==> src/rtl/cdma_pkg.sv <==
package cdma_pkg;
    parameter int NODES    = 6;
    parameter int CHIP_LOG = 3;
    parameter int BUS_W    = 4;

    localparam int CHIPS = 1 << CHIP_LOG;
    localparam int ACC_W = BUS_W + CHIP_LOG;

    typedef logic        [CHIP_LOG-1:0] key_t;
    typedef logic signed [BUS_W-1:0]    bus_t;
    typedef logic signed [ACC_W-1:0]    acc_t;
    typedef logic signed [1:0]          chip_t;

    // Hadamard row k, column j: negative when k&j has odd weight
    function automatic logic chip_is_neg(key_t key, key_t pos);
        return ^(key & pos);
    endfunction
endpackage

==> src/rtl/cdma_chip_timer.sv <==
module cdma_chip_timer
    import cdma_pkg::*;
(
    input  logic clk_i,
    input  logic rst_ni,
    output key_t idx_o,
    output logic last_o
);
    typedef struct packed {
        key_t idx;
    } tmr_s;

    tmr_s s_d, s_q;

    always_comb begin
        s_d     = s_q;
        s_d.idx = s_q.idx + 1'b1;
    end

    always_ff @(posedge clk_i or negedge rst_ni) begin
        if (!rst_ni) s_q <= '0;
        else         s_q <= s_d;
    end

    assign idx_o  = s_q.idx;
    assign last_o = (s_q.idx == key_t'(CHIPS - 1));
endmodule

==> src/rtl/cdma_spreader.sv <==
module cdma_spreader
    import cdma_pkg::*;
(
    input  logic  clk_i,
    input  logic  rst_ni,
    input  logic  last_i,
    input  key_t  idx_i,
    input  logic  en_i,
    input  logic  bit_i,
    input  key_t  key_i,
    output chip_t chip_o
);
    typedef struct packed {
        logic en;
        logic dbit;
        key_t key;
    } spr_s;

    spr_s s_d, s_q;
    logic neg;

    always_comb begin
        s_d = s_q;
        if (last_i) begin
            s_d.en   = en_i;
            s_d.dbit = bit_i;
            s_d.key  = key_i;
        end
        neg = chip_is_neg(s_q.key, idx_i) ^ ~s_q.dbit;
        if (!s_q.en)  chip_o = '0;
        else if (neg) chip_o = chip_t'(-1);
        else          chip_o = chip_t'(1);
    end

    always_ff @(posedge clk_i or negedge rst_ni) begin
        if (!rst_ni) s_q <= '0;
        else         s_q <= s_d;
    end
endmodule

==> src/rtl/cdma_correlator.sv <==
module cdma_correlator
    import cdma_pkg::*;
(
    input  logic clk_i,
    input  logic rst_ni,
    input  logic last_i,
    input  key_t idx_i,
    input  bus_t bus_i,
    input  logic en_i,
    input  key_t key_i,
    output logic valid_o,
    output logic bit_o,
    output logic err_o
);
    localparam acc_t FULL = acc_t'(CHIPS);

    typedef struct packed {
        logic en;
        key_t key;
        acc_t acc;
        logic valid;
        logic dbit;
        logic err;
    } cor_s;

    cor_s s_d, s_q;
    acc_t term;
    acc_t total;

    always_comb begin
        term  = chip_is_neg(s_q.key, idx_i) ? -acc_t'(bus_i) : acc_t'(bus_i);
        total = s_q.acc + term;
        s_d       = s_q;
        s_d.valid = 1'b0;
        s_d.dbit  = 1'b0;
        s_d.err   = 1'b0;
        if (last_i) begin
            s_d.acc = '0;
            s_d.en  = en_i;
            s_d.key = key_i;
            if (s_q.en) begin
                if (total == FULL) begin
                    s_d.valid = 1'b1;
                    s_d.dbit  = 1'b1;
                end else if (total == -FULL) begin
                    s_d.valid = 1'b1;
                end else if (total != '0) begin
                    s_d.err = 1'b1;
                end
            end
        end else begin
            s_d.acc = total;
        end
    end

    always_ff @(posedge clk_i or negedge rst_ni) begin
        if (!rst_ni) s_q <= '0;
        else         s_q <= s_d;
    end

    assign valid_o = s_q.valid;
    assign bit_o   = s_q.dbit;
    assign err_o   = s_q.err;
endmodule

==> src/rtl/cdma_bus_xcvr.sv <==
module cdma_bus_xcvr
    import cdma_pkg::*;
(
    input  logic                      clk_i,
    input  logic                      rst_ni,
    input  logic [NODES-1:0]          tx_en_i,
    input  logic [NODES-1:0]          tx_bit_i,
    input  logic [NODES*CHIP_LOG-1:0] tx_key_i,
    input  logic [NODES-1:0]          rx_en_i,
    input  logic [NODES*CHIP_LOG-1:0] rx_key_i,
    output key_t                      chip_idx_o,
    output bus_t                      bus_sum_o,
    output logic [NODES-1:0]          rx_valid_o,
    output logic [NODES-1:0]          rx_bit_o,
    output logic [NODES-1:0]          rx_err_o
);
    logic  last;
    key_t  idx;
    chip_t chips [NODES];
    bus_t  sum;

    cdma_chip_timer u_timer (
        .clk_i  (clk_i),
        .rst_ni (rst_ni),
        .idx_o  (idx),
        .last_o (last)
    );

    for (genvar n = 0; n < NODES; n++) begin : g_node
        cdma_spreader u_spr (
            .clk_i  (clk_i),
            .rst_ni (rst_ni),
            .last_i (last),
            .idx_i  (idx),
            .en_i   (tx_en_i[n]),
            .bit_i  (tx_bit_i[n]),
            .key_i  (tx_key_i[n*CHIP_LOG +: CHIP_LOG]),
            .chip_o (chips[n])
        );

        cdma_correlator u_cor (
            .clk_i   (clk_i),
            .rst_ni  (rst_ni),
            .last_i  (last),
            .idx_i   (idx),
            .bus_i   (sum),
            .en_i    (rx_en_i[n]),
            .key_i   (rx_key_i[n*CHIP_LOG +: CHIP_LOG]),
            .valid_o (rx_valid_o[n]),
            .bit_o   (rx_bit_o[n]),
            .err_o   (rx_err_o[n])
        );
    end

    always_comb begin
        sum = '0;
        for (int n = 0; n < NODES; n++) begin
            sum = sum + bus_t'(chips[n]);
        end
    end

    assign chip_idx_o = idx;
    assign bus_sum_o  = sum;
endmodule

==> config.mk <==
export PLATFORM = sky130hd
export DESIGN_NAME = cdma_bus_xcvr
export DESIGN_NICKNAME = d
export VERILOG_FILES = /design/src/rtl/cdma_pkg.sv /design/src/rtl/cdma_chip_timer.sv /design/src/rtl/cdma_spreader.sv /design/src/rtl/cdma_correlator.sv /design/src/rtl/cdma_bus_xcvr.sv
export SDC_FILE = /design/constraint.sdc
export NUM_CORES = 1
export LEC_CHECK = 0
export BUFFER_PORTS_ARGS = -buffer_cell sky130_fd_sc_hd__buf_2
export CORE_UTILIZATION = 61
export CTS_BUF_LIST = sky130_fd_sc_hd__clkbuf_4 sky130_fd_sc_hd__clkbuf_8
export CTS_CLUSTER_DIAMETER = 200
export DETAILED_ROUTE_END_ITERATION = 8
export GPL_TIMING_DRIVEN = 0
export PLACE_DENSITY = 0.88
export SKIP_CTS_REPAIR_TIMING = 1
export SYNTH_ARGS = -nofsm -noshare
export SYNTH_HDL_FRONTEND = slang
export SYNTH_SLANG_ARGS = --single-unit
export TNS_END_PERCENT = 100
==> constraint.sdc <==
create_clock -name clk_i -period 7.5 [get_ports clk_i]
set_clock_uncertainty 0.1 [all_clocks]
set_input_delay 0.75 -clock clk_i [delete_from_list [all_inputs] [get_ports clk_i]]
set_output_delay 0.75 -clock clk_i [all_outputs]
set_load 0.05 [all_outputs]
==> out/metrics.yaml <==
global_routing:
  grt_pass1_wl_um: 25200
  grtUsageTotal_pct: 28.9
  grt_antenna_before_repair: 0
  grt_pass1_vias: 5376
  grt-ovfl-total: 0
  grt_max_degree: 70
synth:
  synth-async-reset-ratio_pct: 100
  synth_xor_area_share_pct: 11.7
  synthCells: 667
  synth_top_family_by_area: "simple AND/OR/NAND/NOR gates"
  seq_area_frac_synth_pct: 41.7
  ys.flop_type: "dfrtp_1"
  syn_area_um2: 7010
  syn_nets: 778
  synth_warnings: 0
  synth-compound-area-share_pct: 7.10
  synth_simple_gate_area_share_pct: 12.8
  synth_adder_area_share_pct: 11.3
  synth_cell_types: 47
  ys_ff_latch: 117
  muxShareOfSynthArea_pct: 9.90
  postSynthAreaPerCell_um2: 10.5
  synth_edf_count: 0
routing:
  postRouteAntennaNets: 0
  wl_per_cell_um: 16.8
  drt_iter0_drc: 238
  via_per_inst: 5.56
  drcViolationCount: 0
  firstDrtPassIters: 5
  vias: 5113
  drt-total-wl_um: 15500
worst_setup_path:
  crit_required_ns: 7.77
  crit_type: "flip-flop to flip-flop"
  crit_fanout: 10
  reg2reg_slack_ns: 0.53
  r2r-end: "g_node[4].u_cor.err_o"
  end_kind: "flip-flop"
  cp.arrival_ns: 7.25
  worstSetupStartpointType: "flip-flop"
  reg2reg_depth: 23
  crit-reg2reg-launch: "u_timer.idx_o[0]"
timing:
  clock.fmax_ghz: 0.143
  finalCritPeriodShare_pct: 93.0
  fin_tns_setup_ns: 0
  layout_min_cycle_time_ns: 6.97
  hold_violations: 0
  slew_viol_final: 0
  final-setup-viol-count: 0
  relSlewSlack_pct: 38.8
  worst_slew_pin_slew_ns: 0.918
  rsz0062_at_grt: "false"
clocking:
  htree_levels: 4
  clk_pin_slew_ns: 0.07
  clkSinkCount: 117
  cts_max_path_buffers: 2
  cts_tree: "built"
  root_buffer: "clkbuf_8"
  numCtsBuffers: 17
  clock_latency_ns: 0.44
floorplanning:
  core_area_um2: 11000
  rows: 38
  start_util_pct: 63.6
  die_h_um: 109
  ios: 81
  die_x_um: 109
  die_area_um2: 11900
placed_design:
  io_buffer_count: 80
  dp.final_hpwl_um: 11100
  gp_congestion: 0.930
final_layout:
  area_delta_synth_final_pct: 14.0
  num-nets-final: 878
  diodes: 0
  final_cell_mix: "dfrtp_1 (117), buf_2 (81), nor2_1 (74)"
  final_common_cell: "dfrtp_1"
  fillCellCount: 774
  drive_gt1_share_pct: 25.6
status:
  status: "finished, final reports clean"
min_path:
  hp-class: "input port to asynchronous set/reset pin"
job:
  cap_violations: 0
-- flip-flops by register name, indices dropped and copies added, names as in the netlist --
signal / cells
g_node.u_spr.s_q: 30
g_node.u_cor.err_o: 6
g_node.u_cor.valid_o: 6
g_node.u_cor.s_q: 66
g_node.u_cor.bit_o: 6
u_timer.idx_o: 3
-- how the worst max path moves through the flow --
stage	startpoint	end	slack, ns
CTS	u_timer.idx_o[0]	g_node[4].u_cor.err_o	0.61
finish	u_timer.idx_o[0]	g_node[4].u_cor.err_o	0.53
global route	u_timer.idx_o[0]	g_node[4].u_cor.err_o	0.28
detailed placement	u_timer.idx_o[0]	g_node[4].u_cor.err_o	0.67
global placement	u_timer.idx_o[0]	g_node[4].u_cor.err_o	0.87
floorplan	u_timer.idx_o[0]	g_node[4].u_cor.err_o	1.04
-- per-layer routing --
layer	part of all wire (%)	wire [µm]	track usage [%]	vias to the layer above
li1	-	-	-	2391
met1	42	6490	34.9	2499
met4	2.2	345	11.6	0
met2	49	7550	48.7	193
met5	0	0	0	-
met3	7.0	1080	8.07	30
-- synth_stat cells (2+ instances only) --
master	number	area [µm²]
a211oi_1	6	45.0
a21o_1	8	60.1
a21oi_1	27	135
and3_1	4	25.0
buf_1	5	18.8
buf_2	2	10.0
buf_4	18	135
clkbuf_1	9	33.8
dfrtp_1	117	2930
fa_1	14	280
ha_1	41	513
inv_1	46	173
mux2_2	55	619
mux2i_1	6	60.1
nand2_1	71	267
nand2b_1	10	62.6
nand3_1	2	10.0
nand3b_1	6	45.0
nor2_1	74	278
nor2b_1	20	125
nor3_1	12	60.1
o21a_1	4	30.0
o21ai_0	14	70.1
o21ai_2	5	43.8
o21bai_1	5	37.5
xnor2_1	37	324
xnor3_1	6	135
xor2_1	20	175
xor3_1	5	119
-- cell families after synthesis --
kind of cell / Yosys count
compound gates: 78
xor+xnor: 71
fa+ha+maj: 55
buf+inv: 81
flops: 117
mux: 62
simple gates: 203
-- critical path, cell delays in order (launching register included) --
cell and delay (ns):
dfrtp_1 0.51, clkbuf_1 0.48, nand2_1 0.16, xnor2_1 0.28
xnor2_1 0.18, nand2_1 0.10, fa_1 0.54, inv_1 0.07
fa_1 0.48, fa_1 0.51, ha_1 0.33, clkbuf_1 0.48
or3_1 0.19, clkbuf_1 0.34, nand2_1 0.12, xnor2_1 0.16
ha_1 0.33, nor2_1 0.06, a21oi_1 0.34, a21o_1 0.18
a21oi_1 0.08, xnor3_1 0.42, mux2_4 0.33, a21oi_2 0.12
-- stage by stage --
step	util [%]	hold WS [ns]	setup slack, ns	instances	area [µm²]
after global placement	68.8	0.390	0.875	887	7590
after CTS	72.5	0.141	0.613	920	8000
after global routing	72.5	0.156	0.280	920	8000
final	72.5	0.132	0.526	920	8000
after detailed placement	69.1	0.396	0.675	888	7620
after floorplan	-	0.354	1.04	667	7010
-- area by class of cell --
cell class	count	area, µm²	area share (%)
tap	140	175	2.19
clock buffer	20	269	3.36
clock inverter	12	106	1.33
multi-input combinational	469	3700	46.3
buffer	35	209	2.61
inverter	46	173	2.16
timing repair buffer	81	434	5.43
sequential	117	2930	36.6
Power is left out: the tool's default activity adds up to more than one toggle a clock period on the data nets, which glitch-free logic cannot reach.
